**src/rtl/cvs_pkg.sv**
```systemverilog
`timescale 1ns/1ps
package cvs_pkg;
   typedef enum logic [1:0] {
      PH_SIMPLE = 2'd0,
      PH_LOOK00 = 2'd1,
      PH_LOOK01 = 2'd2
   } phase_e;

   typedef enum logic {
      ST_IDLE = 1'b0,
      ST_SCAN = 1'b1
   } state_e;
endpackage

```
**src/rtl/cvs_use_bits.sv**
```systemverilog
`timescale 1ns/1ps
module cvs_use_bits #(
   parameter int NUM_FRAMES = 8,
   localparam int IDX_W = $clog2(NUM_FRAMES)
) (
   input  logic                  clk,
   input  logic                  rst_n,
   input  logic                  set_en,
   input  logic [IDX_W-1:0]      set_idx,
   input  logic                  clr_en,
   input  logic [IDX_W-1:0]      clr_idx,
   output logic [NUM_FRAMES-1:0] use_q
);
   for (genvar gi = 0; gi < NUM_FRAMES; gi++) begin : g_bit
      always_ff @(posedge clk) begin
         if (!rst_n)
            use_q[gi] <= 1'b0;
         else if (set_en && set_idx == IDX_W'(gi))
            use_q[gi] <= 1'b1;
         else if (clr_en && clr_idx == IDX_W'(gi))
            use_q[gi] <= 1'b0;
      end
   end

   // an access always leaves the use bit set
   p_access_sets_r2: assert property (@(posedge clk) disable iff (!rst_n)
      set_en |=> use_q[$past(set_idx)]);
endmodule

```
**src/rtl/cvs_free_pick.sv**
```systemverilog
`timescale 1ns/1ps
module cvs_free_pick #(
   parameter int NUM_FRAMES = 8,
   localparam int IDX_W = $clog2(NUM_FRAMES)
) (
   input  logic [IDX_W-1:0]      hand,
   input  logic [NUM_FRAMES-1:0] occ,
   output logic                  any_free,
   output logic [IDX_W-1:0]      free_idx
);
   int pos;
   always_comb begin
      any_free = 1'b0;
      free_idx = '0;
      pos      = 0;
      // walk from the far end so that the nearest free frame wins last
      for (int k = NUM_FRAMES - 1; k >= 0; k--) begin
         pos = int'(hand) + k;
         if (pos >= NUM_FRAMES) pos = pos - NUM_FRAMES;
         if (!occ[IDX_W'(pos)]) begin
            any_free = 1'b1;
            free_idx = IDX_W'(pos);
         end
      end
   end
endmodule

```
**src/rtl/cvs_scan_ctrl.sv**
```systemverilog
`timescale 1ns/1ps
module cvs_scan_ctrl
   import cvs_pkg::*;
#(
   parameter int NUM_FRAMES = 8,
   localparam int IDX_W = $clog2(NUM_FRAMES)
) (
   input  logic                  clk,
   input  logic                  rst_n,
   input  logic                  req,
   input  logic                  mode_enh,
   input  logic                  any_free,
   input  logic [IDX_W-1:0]      free_idx,
   input  logic [NUM_FRAMES-1:0] use_q,
   input  logic [NUM_FRAMES-1:0] dirty,
   output logic                  clr_en,
   output logic [IDX_W-1:0]      clr_idx,
   output logic [IDX_W-1:0]      hand,
   output phase_e                phase,
   output logic                  busy,
   output logic                  done,
   output logic [IDX_W-1:0]      victim,
   output logic                  victim_dirty
);
   localparam logic [IDX_W-1:0] LAST_IDX = IDX_W'(NUM_FRAMES - 1);

   state_e           st_q;
   phase_e           ph_q;
   logic [IDX_W-1:0] hand_q, cnt_q, victim_q;
   logic             done_q, vd_q;
   logic             cur_use, cur_dirty, hit, sweep_end;

   function automatic logic [IDX_W-1:0] step(input logic [IDX_W-1:0] i);
      return (i == LAST_IDX) ? '0 : i + 1'b1;
   endfunction

   assign cur_use   = use_q[hand_q];
   assign cur_dirty = dirty[hand_q];
   assign sweep_end = (cnt_q == LAST_IDX);

   always_comb begin
      unique case (ph_q)
         PH_SIMPLE: hit = !cur_use;
         PH_LOOK00: hit = !cur_use && !cur_dirty;
         PH_LOOK01: hit = !cur_use;
         default:   hit = 1'b0;
      endcase
   end

   assign clr_en  = (st_q == ST_SCAN) && cur_use && (ph_q != PH_LOOK00);
   assign clr_idx = hand_q;

   always_ff @(posedge clk) begin
      if (!rst_n) begin
         st_q     <= ST_IDLE;
         ph_q     <= PH_SIMPLE;
         hand_q   <= '0;
         cnt_q    <= '0;
         victim_q <= '0;
         vd_q     <= 1'b0;
         done_q   <= 1'b0;
      end else begin
         done_q <= 1'b0;
         unique case (st_q)
            ST_IDLE: begin
               if (req) begin
                  if (any_free) begin
                     done_q   <= 1'b1;
                     victim_q <= free_idx;
                     vd_q     <= 1'b0;
                     hand_q   <= step(free_idx);
                  end else begin
                     st_q  <= ST_SCAN;
                     ph_q  <= mode_enh ? PH_LOOK00 : PH_SIMPLE;
                     cnt_q <= '0;
                  end
               end
            end
            ST_SCAN: begin
               if (hit) begin
                  st_q     <= ST_IDLE;
                  done_q   <= 1'b1;
                  victim_q <= hand_q;
                  vd_q     <= cur_dirty;
                  hand_q   <= step(hand_q);
               end else begin
                  hand_q <= step(hand_q);
                  if (ph_q != PH_SIMPLE) begin
                     if (sweep_end) begin
                        cnt_q <= '0;
                        ph_q  <= (ph_q == PH_LOOK00) ? PH_LOOK01 : PH_LOOK00;
                     end else begin
                        cnt_q <= cnt_q + 1'b1;
                     end
                  end
               end
            end
            default: st_q <= ST_IDLE;
         endcase
      end
   end

   assign hand         = hand_q;
   assign phase        = ph_q;
   assign busy         = (st_q == ST_SCAN);
   assign done         = done_q;
   assign victim       = victim_q;
   assign victim_dirty = vd_q;

   // a free frame is returned on the next cycle without a scan
   p_free_now_r3: assert property (@(posedge clk) disable iff (!rst_n)
      (req && !busy && any_free) |=> (done && !busy && !victim_dirty));
   // hand sits just past the reported victim
   p_hand_next_r7: assert property (@(posedge clk) disable iff (!rst_n)
      done |-> (hand == step(victim)));
   // result pulse comes with the scan finished
   p_done_idle_r8: assert property (@(posedge clk) disable iff (!rst_n)
      done |-> !busy);
   // a request during a scan does not restart it
   p_busy_keeps_r9: assert property (@(posedge clk) disable iff (!rst_n)
      (busy && !hit) |=> busy);
endmodule

```
**src/rtl/clock_victim_sel.sv**
```systemverilog
`timescale 1ns/1ps
module clock_victim_sel
   import cvs_pkg::*;
#(
   parameter int NUM_FRAMES = 8,
   localparam int IDX_W = $clog2(NUM_FRAMES)
) (
   input  logic                  clk,
   input  logic                  rst_n,
   input  logic                  mode_enh,
   input  logic                  req,
   input  logic                  acc_valid,
   input  logic [IDX_W-1:0]      acc_frame,
   input  logic [NUM_FRAMES-1:0] occ,
   input  logic [NUM_FRAMES-1:0] dirty,
   output logic                  busy,
   output logic                  done,
   output logic [IDX_W-1:0]      victim,
   output logic                  victim_dirty
);
   localparam int MAX_BUSY = 4 * NUM_FRAMES;
   localparam int RUN_W    = $clog2(MAX_BUSY + 1) + 1;

   if (NUM_FRAMES < 2) begin : g_bad_frames
      $error("clock_victim_sel: NUM_FRAMES must be at least 2");
   end

   logic [NUM_FRAMES-1:0] use_w;
   logic                  clr_en_w, any_free_w;
   logic [IDX_W-1:0]      clr_idx_w, hand_w, free_idx_w;
   phase_e                phase_w;

   cvs_use_bits #(.NUM_FRAMES(NUM_FRAMES)) u_use (
      .clk     (clk),
      .rst_n   (rst_n),
      .set_en  (acc_valid),
      .set_idx (acc_frame),
      .clr_en  (clr_en_w),
      .clr_idx (clr_idx_w),
      .use_q   (use_w)
   );

   cvs_free_pick #(.NUM_FRAMES(NUM_FRAMES)) u_free (
      .hand     (hand_w),
      .occ      (occ),
      .any_free (any_free_w),
      .free_idx (free_idx_w)
   );

   cvs_scan_ctrl #(.NUM_FRAMES(NUM_FRAMES)) u_ctrl (
      .clk          (clk),
      .rst_n        (rst_n),
      .req          (req),
      .mode_enh     (mode_enh),
      .any_free     (any_free_w),
      .free_idx     (free_idx_w),
      .use_q        (use_w),
      .dirty        (dirty),
      .clr_en       (clr_en_w),
      .clr_idx      (clr_idx_w),
      .hand         (hand_w),
      .phase        (phase_w),
      .busy         (busy),
      .done         (done),
      .victim       (victim),
      .victim_dirty (victim_dirty)
   );

   // scan-length watch for the bound check
   logic [RUN_W-1:0] busy_run;
   always_ff @(posedge clk) begin
      if (!rst_n || !busy) busy_run <= '0;
      else if (busy_run != RUN_W'(MAX_BUSY)) busy_run <= busy_run + 1'b1;
   end

   // a scan never outlasts four sweeps
   p_scan_bound_r8: assert property (@(posedge clk) disable iff (!rst_n)
      busy |-> (busy_run < RUN_W'(MAX_BUSY)));
   // the (0,0) sweep leaves use bits untouched
   p_look00_stable_r6: assert property (@(posedge clk) disable iff (!rst_n)
      (busy && phase_w == PH_LOOK00 && !acc_valid) |=> $stable(use_w));
   // nothing pending out of reset
   p_reset_quiet_r1: assert property (@(posedge clk)
      !rst_n |=> (!busy && !done));
   // result index stays inside the ring
   p_victim_range_r8: assert property (@(posedge clk) disable iff (!rst_n)
      done |-> (int'(victim) < NUM_FRAMES));
endmodule

```
**config.mk**
```make
export PLATFORM = sky130hd
export DESIGN_NAME = clock_victim_sel
export DESIGN_NICKNAME = d
export VERILOG_FILES = /design/src/rtl/cvs_pkg.sv /design/src/rtl/cvs_use_bits.sv /design/src/rtl/cvs_free_pick.sv /design/src/rtl/cvs_scan_ctrl.sv /design/src/rtl/clock_victim_sel.sv
export SDC_FILE = /design/constraint.sdc
export NUM_CORES = 1
export LEC_CHECK = 0
export BUFFER_PORTS_ARGS = -buffer_cell sky130_fd_sc_hd__buf_2
export CAP_MARGIN = 20
export CELL_PAD_IN_SITES_DETAIL_PLACEMENT = 0
export CELL_PAD_IN_SITES_GLOBAL_PLACEMENT = 1
export CORE_ASPECT_RATIO = 0.7
export CORE_MARGIN = 4
export CORE_UTILIZATION = 31
export DETAILED_ROUTE_END_ITERATION = 6
export PLACE_DENSITY = 0.63
export SLEW_MARGIN = 10
export SYNTH_ARGS = -nofsm -noshare
export SYNTH_HDL_FRONTEND = slang
export SYNTH_HIERARCHICAL = 1
export SYNTH_SLANG_ARGS = --single-unit
```
**constraint.sdc**
```tcl
create_clock -name clk -period 5.35 [get_ports clk]
set_input_delay 0.8025 -clock clk [delete_from_list [all_inputs] [get_ports clk]]
set_output_delay 0.8025 -clock clk [all_outputs]
set_load 0.03 [all_outputs]
```
==> qor.txt, run 1 <==
status -> finished, final reports clean
yosys warns -> 6
crit path kind -> reg -> reg
required time reported for the critical path endpoint -> 5530 ps
wire length of the first global-routing pass -> 9.818 mm
Final Max Tran Viols -> 0
share of synthesized cell area in full adder, half adder and majority cells -> 4.303%
die height -> 80.47 um
library cell occupying the most area in the post-synthesis netlist -> dfxtp_1
number of nets in the final layout -> 307
register area share after synthesis -> 18.93%
maximum clock path buffer count -> 2
Fin. Hold Viols -> 0
worst reg2reg path startpoint -> u_ctrl/clr_idx[0]
leading cell types by total area after synthesis -> dfxtp_1 (19%), mux4_2 (12%), mux2i_1 (7.3%)
leakage power summed over all cells -> 0.0009368 uW
quantity of I/O buffers inserted on ports -> 29
count of distinct cell types in the synthesized netlist -> 60
fillers -> 770
Arrival @ worst endpoint -> 4250 ps
post-route clock skew -> 7.337 ps
path class of the lowest-slack min-delay path -> reg -> reg
kind of end point of the critical path -> flip-flop
average routed wire per standard cell -> 16.11 um
capturing element of the worst setup path -> u_ctrl/clr_idx[2]
number of hold buffers added after cts -> 0
clock latency on the worst-skew pair -> 270 ps
Syn Inst Count -> 256
RSZ-0062 raised after global routing -> no
Worst R2R End -> u_ctrl/clr_idx[2]
Worst Max-Slew Pin Slew -> 715.8 ps
number of setup buffers added after CTS -> 0
PwrDens -> 517.2 nW/um^2
R2R cell count -> 13
CTS buffer count -> 3
library cell with the highest instance count after synthesis -> nand2_1
via density per instance -> 5.677
maximum resistive drop on vdd -> 0.0002248 V
number of top-level design ports -> 30
post-synthesis register bit count -> 22
Reg clk slew, reported paths -> 90 ps
number of sinks driven by the clock tree -> 22
antenna viol nets, final -> 0
post-synthesis mux area share -> 25.66%
Die X -> 111.5 um
cell count of the worst hold path -> 2
Max Fanout on Critical Path -> 36
Synthesized Nets -> 288
initial standard-cell utilization of the core -> 31.92%
Die Footprint -> 8975 um^2
sequential cell area -> 440.4 um^2
Slew Limit Headroom -> 52.21%
cell mode on critical path -> ha_1
combined area of all synthesized cells -> 2326 um^2
antenna cells -> 0
area added between synthesis and finish -> 9.306%
wirelength, routed -> 5.994 mm
final critical-path required period -> 4075 ps
final setup violating endpoints -> 0
final critical-path setup slack -> 1275 ps
Yosys top cell area share -> 18.93%
count of vias placed by the detailed router -> 2112
Final period util -> 76.16%
Async S/R FF share, synth -> 0%
fraction of the mapped netlist area in simple logic gates -> 23.94%
post-synthesis xor/xnor area fraction -> 1.130%
master cell of the clock root buffer -> clkbuf_8
kind of start point of the critical path -> flip-flop
FP Rows -> 26
commonest cells in the synthesized netlist -> nand2_1 (33), dfxtp_1 (22), a21oi_1 (17), mux2i_1 (17), nor2_1 (13)
vias in the first global route -> 1895
drt first-iter violations -> 156
EDFF count, synth -> 0
commonest register cell after synthesis -> dfxtp_1
TritonCTS clock tree -> done
pin count of the biggest net entering global routing -> 37
global router's overall resource usage -> 13.15%
Mean Syn Cell Area -> 9.086 um^2
crit path cell chain -> buf_4 -> inv_1 -> ha_1 -> mux4_2 -> mux2i_1 -> nor2b_1 -> nor2_1 -> a21oi_2 -> mux2_4 -> ha_1 -> ha_1 -> mux2i_1 -> a211oi_1
worst reg2reg setup slack -> 1280 ps
remaining global-route overflow -> 0
area of the multi-input gates -> 1734 um^2
worst slack after detailed placement -> 1329 ps
CTS resizes -> 0
post-route DRC violation count -> 0
CP startpoint -> u_ctrl/clr_idx[0]
Placeable Area -> 7287 um^2
Post-Route Hold Slack -> 460.3 ps
main combinational cell family by area after synthesis -> multiplexers
max cap viols -> 0
biggest cell delay along the critical path -> 660 ps
Max H-tree Level -> 1
detailed-placement wirelength estimate -> 4.299 mm
setup tns final -> 0 ps
fraction of layout cells with a size suffix above 1 -> 22.26%
RePlAce Congestion -> 0.7640
slowest library cell on the worst path -> ha_1
antenna violations before repair -> 0
Compound-Gate Fraction of Synth Area -> 19.53%
Max Fclk -> 245.4 MHz
1st-pass router iterations -> 4
flip-flops by register name (all words and copies together) (netlist names):
signal and count:
u_ctrl/clr_idx 3, u_ctrl/phase 2, u_ctrl/victim_dirty 1, u_ctrl/cnt_q 3, u_ctrl/busy 1, u_ctrl/victim 3
u_ctrl/done 1, u_use/use_q 8
layer usage:
layer / share of wire, % / track usage, % / vias up
met2: 43 / 19.61 / 51
met3: 3.9 / 1.807 / 4
met4: 0.28 / 1.458 / 0
met1: 52 / 20.49 / 1025
li1: - / - / 1032
met5: 0 / 0 / -
critical path: cells and delay by family (launching register included):
kind                     cells  cell delay (ps)
AND/OR/NAND/NOR              2              220
multiplexers                 4             1270
flip-flops                   1              330
adder cells (fa/ha/maj)      3             1130
buffers and inverters        2              610
AO/OA/AOI/OAI                2              400
area by class of cell:
type                            count  area share [%]
Multi-Input combinational cell    210           68.21
Clock buffer                        4           2.165
Tap cell                           98           4.823
Timing Repair Buffer               32           6.594
Sequential cell                    22           17.32
Inverter                            6          0.8858
per-stage QoR:
stage	utilization (%)	cells	area, um^2	total power (uW)
6_report	34.89	372	2542	1315
3_3_place_gp	34.13	368	2487	1194
2_1_floorplan	-	256	2326	1023
3_5_place_dp	34.13	368	2487	1179
5_1_grt	34.89	372	2542	1425
4_1_cts	34.89	372	2542	1309
cells in the final DEF (no fill, tap or decap), drive strengths merged, types with 8 or more instances in the layout:
| master | netlist | layout |
|---|---|---|
| a21oi | 18 | 18 |
| buf | 13 | 32 |
| dfxtp | 22 | 22 |
| ha | 8 | 8 |
| mux2i | 18 | 18 |
| mux4 | 15 | 15 |
| nand2 | 33 | 33 |
| nor2 | 13 | 13 |
| o21ai | 11 | 11 |
| o22ai | 9 | 9 |
report_power, final:
group	switching (uW)	internal [uW]
clock	58.8	65.7
sequential	25.0	184
combinational	545	437
cells by family (layout without fill, tap and decap cells):
logic type	Yosys count	count (layout)
mux	38	38
flops	22	22
compound gates	65	65
simple gates	96	96
fa+ha+maj	8	8
buf+inv	24	42
xor+xnor	3	3
worst min path at each step:
stage                   start              to  slack [ps]
2_1_floorplan  u_use/use_q[4]  u_use/use_q[4]         430
3_3_place_gp   u_use/use_q[5]  u_use/use_q[5]         450
3_5_place_dp   u_use/use_q[4]  u_use/use_q[4]         450
4_1_cts        u_use/use_q[4]  u_use/use_q[4]         460
5_1_grt        u_use/use_q[4]  u_use/use_q[4]         480
6_report       u_use/use_q[5]  u_use/use_q[5]         460
No activity file was read; power rests on OpenSTA's default activity.
==> run 2, diff against run 1 <==
--- a/config.mk
+++ b/config.mk
@@ -5,6 +5,7 @@
 export SDC_FILE = /design/constraint.sdc
 export NUM_CORES = 1
 export LEC_CHECK = 0
+export ABC_AREA = 1
 export BUFFER_PORTS_ARGS = -buffer_cell sky130_fd_sc_hd__buf_2
 export CAP_MARGIN = 20
 export CELL_PAD_IN_SITES_DETAIL_PLACEMENT = 0
@@ -13,7 +14,7 @@
 export CORE_MARGIN = 4
 export CORE_UTILIZATION = 31
 export DETAILED_ROUTE_END_ITERATION = 6
-export PLACE_DENSITY = 0.63
+export PLACE_DENSITY = 0.72
 export SLEW_MARGIN = 10
 export SYNTH_ARGS = -nofsm -noshare
 export SYNTH_HDL_FRONTEND = slang
==> constraint.sdc (replaced) <==
create_clock -name clk -period 3.4 [get_ports clk]
set_input_delay 0.51 -clock clk [delete_from_list [all_inputs] [get_ports clk]]
set_output_delay 0.51 -clock clk [all_outputs]
set_load 0.03 [all_outputs]
==> run 2 against run 1 <==
Against the previous run: total power up 76%; clock power rose by 98%; global-route usage up 0.43 points; largest power group unchanged; highest routed layer unchanged.
==> qor.txt, run 2 <==
status -> finished, final reports clean
maximum clock path buffer count -> 2
worst reg2reg path startpoint -> u_ctrl/clr_idx[0]
library cell occupying the most area in the post-synthesis netlist -> dfxtp_1
R2R cell count -> 18
yosys warns -> 6
die height -> 76.30 um
drt first-iter violations -> 192
Max Fanout on Critical Path -> 10
capturing element of the worst setup path -> u_ctrl/clr_idx[0]
overall power of the completed layout -> 2308 uW
Synthesized Nets -> 377
library cell with the highest instance count after synthesis -> nand2_1
met3 capacity usage during global routing -> 2.794%
Post-Route Hold Slack -> 461.7 ps
Fin. Hold Viols -> 0
commonest register cell after synthesis -> dfxtp_1
Worst R2R End -> u_ctrl/clr_idx[0]
combined area of all synthesized cells -> 2066 um^2
remaining global-route overflow -> 0
most frequent cells in the layout -> nand2_1 (114), nand3_1 (40), inv_1 (39), nor2_1 (35), buf_2 (29)
CP startpoint -> u_ctrl/clr_idx[0]
post-route DRC violation count -> 0
register area share after synthesis -> 21.32%
Global Route met2 Usage -> 16.73%
number of hold buffers added after cts -> 0
path class of the lowest-slack min-delay path -> reg -> reg
wire length of the first global-routing pass -> 9.135 mm
Yosys top cell area share -> 21.32%
max cap viols -> 0
global route hottest layer -> met1
leakage power summed over all cells -> 0.001208 uW
required time reported for the critical path endpoint -> 3580 ps
kind of end point of the critical path -> flip-flop
worst reg2reg setup slack -> 450 ps
worst slack after detailed placement -> 538.0 ps
1st-pass router iterations -> 4
fraction of layout cells with a size suffix above 1 -> 19.09%
maximum resistive drop on vdd -> 0.0002870 V
number of flip-flops in the largest register -> 8
CTS resizes -> 0
area added between synthesis and finish -> 13.51%
TritonCTS clock tree -> done
met1 Resource Use GR -> 23.42%
EDFF count, synth -> 0
final setup violating endpoints -> 0
Async S/R FF share, synth -> 0%
initial standard-cell utilization of the core -> 32.60%
Die X -> 105.6 um
CTS buffer count -> 3
crit path cell chain -> inv_8 -> ha_1 -> inv_2 -> nand3_1 -> nand2_1 -> nand2_2 -> nand2_2 -> a21oi_4 -> nand3_1 -> nand3_1 -> nand2_1 -> nand2_1 -> inv_1 -> ha_1 -> ha_1 -> nor3_1 -> a211oi_1 -> a211oi_1
post-route clock skew -> 3.142 ps
clock latency on the worst-skew pair -> 270 ps
slowest library cell on the worst path -> dfxtp_1
average routed wire per standard cell -> 11.70 um
master cell of the clock root buffer -> clkbuf_8
quantity of I/O buffers inserted on ports -> 29
Placeable Area -> 6336 um^2
antenna viol nets, final -> 0
biggest cell delay along the critical path -> 490 ps
PwrDens -> 984.2 nW/um^2
global router's overall resource usage -> 13.59%
antenna violations before repair -> 0
pin count of the biggest net entering global routing -> 22
final critical-path setup slack -> 451.8 ps
setup tns final -> 0 ps
number of top-level design ports -> 30
most common library cell in the layout ignoring fill and taps -> nand2_1
commonest cells in the synthesized netlist -> nand2_1 (114), nand3_1 (40), inv_1 (39)
number of sinks driven by the clock tree -> 22
Reg clk slew, reported paths -> 80 ps
number of setup buffers added after CTS -> 0
number of nets in the final layout -> 405
leading cell types by total area after synthesis -> dfxtp_1 (21%), nand2_1 (21%), nand3_1 (9.7%)
Slew Limit Headroom -> 64.90%
Final Max Tran Viols -> 0
detailed-placement wirelength estimate -> 4.323 mm
register with the most flip-flops -> u_use/use_q
vias in the first global route -> 1842
count of distinct cell types in the synthesized netlist -> 35
post-synthesis register bit count -> 22
Mean Syn Cell Area -> 5.988 um^2
RSZ-0062 raised after global routing -> no
crit path kind -> reg -> reg
Max Fclk -> 339.2 MHz
RePlAce Congestion -> 0.9496
via density per instance -> 4.568
Arrival @ worst endpoint -> 3130 ps
antenna cells -> 0
Worst Max-Slew Pin Slew -> 525.7 ps
count of vias placed by the detailed router -> 2115
wirelength, routed -> 5.418 mm
Final period util -> 86.71%
final critical-path required period -> 2948 ps
Die Footprint -> 8054 um^2
Max H-tree Level -> 1
Syn Inst Count -> 345
FP Rows -> 24
kind of start point of the critical path -> flip-flop
[run 2: changes by cell type in the layout (fill, tap and decap cells not counted), moves of 12 or more]
cell / previous run / this run
nand2_1: 33 / 114
nand3_1: 4 / 40
inv_1: 5 / 39
nor2_1: 13 / 35
mux2i_1: 17 / 0
nand2_2: 0 / 14
mux4_2: 12 / 0
[run 2: cell families (layout without fill, tap and decap cells)]
family / Yosys count / after routing / share of synthesized area [%]
compound gates: 39 / 39 / 11.15
xor+xnor: 3 / 3 / 3.453
fa+ha+maj: 8 / 8 / 4.846
buf+inv: 59 / 86 / 13.75
flops: 22 / 22 / 21.32
simple gates: 214 / 214 / 45.49
[run 2: per-layer routing]
layer  wire length [um]  up-vias  share of wire (%)
met5                  0        -                  0
met4                 13        0               0.24
met3                376        2                6.9
met2               1835       53                 34
met1               3193      919                 59
li1                   -     1141                  -
[run 2: how the worst min path moves through the flow]
| stage | startpoint | end | slack, ps | depth (start not counted) |
|---|---|---|---|---|
| global placement | u_use/use_q[2] | u_use/use_q[2] | 450 | 2 |
| global route | u_ctrl/cnt_q[2] | u_ctrl/cnt_q[2] | 490 | 2 |
| CTS | u_use/use_q[4] | u_use/use_q[4] | 470 | 2 |
| floorplan | u_use/use_q[6] | u_use/use_q[6] | 440 | 2 |
| detailed placement | u_use/use_q[1] | u_use/use_q[1] | 460 | 2 |
| finish | u_use/use_q[4] | u_use/use_q[4] | 460 | 2 |
[run 2: metrics by stage]
step,std cells,instance area (um^2),utilization [%]
global route,463,2345,37.01
detailed placement,459,2273,35.88
global placement,459,2273,35.88
finish,463,2345,37.01
floorplan,345,2066,-
CTS,463,2345,37.01
[run 2: layout make-up]
cell class	count	area, um^2
Fill cell	710	3991
Clock buffer	3	41.29
Inverter	48	195.2
Sequential cell	22	440.4
Clock inverter	1	30.03
Tap cell	91	113.9
Multi-Input combinational cell	264	1341
Timing Repair Buffer	34	182.7
[run 2: power by group]
part | internal [uW] | switching [uW]
clock network | 157 | 89.3
logic | 599 | 1120
registers | 296 | 43.8
total | 1050 | 1250
[run 2: worst max-delay path: cells and delay by family, from the launching register on]
family / cells / cell delay (ps)
simple gates: 9 / 880
fa+ha+maj: 3 / 830
compound gates: 3 / 430
buf+inv: 3 / 250
flops: 1 / 490
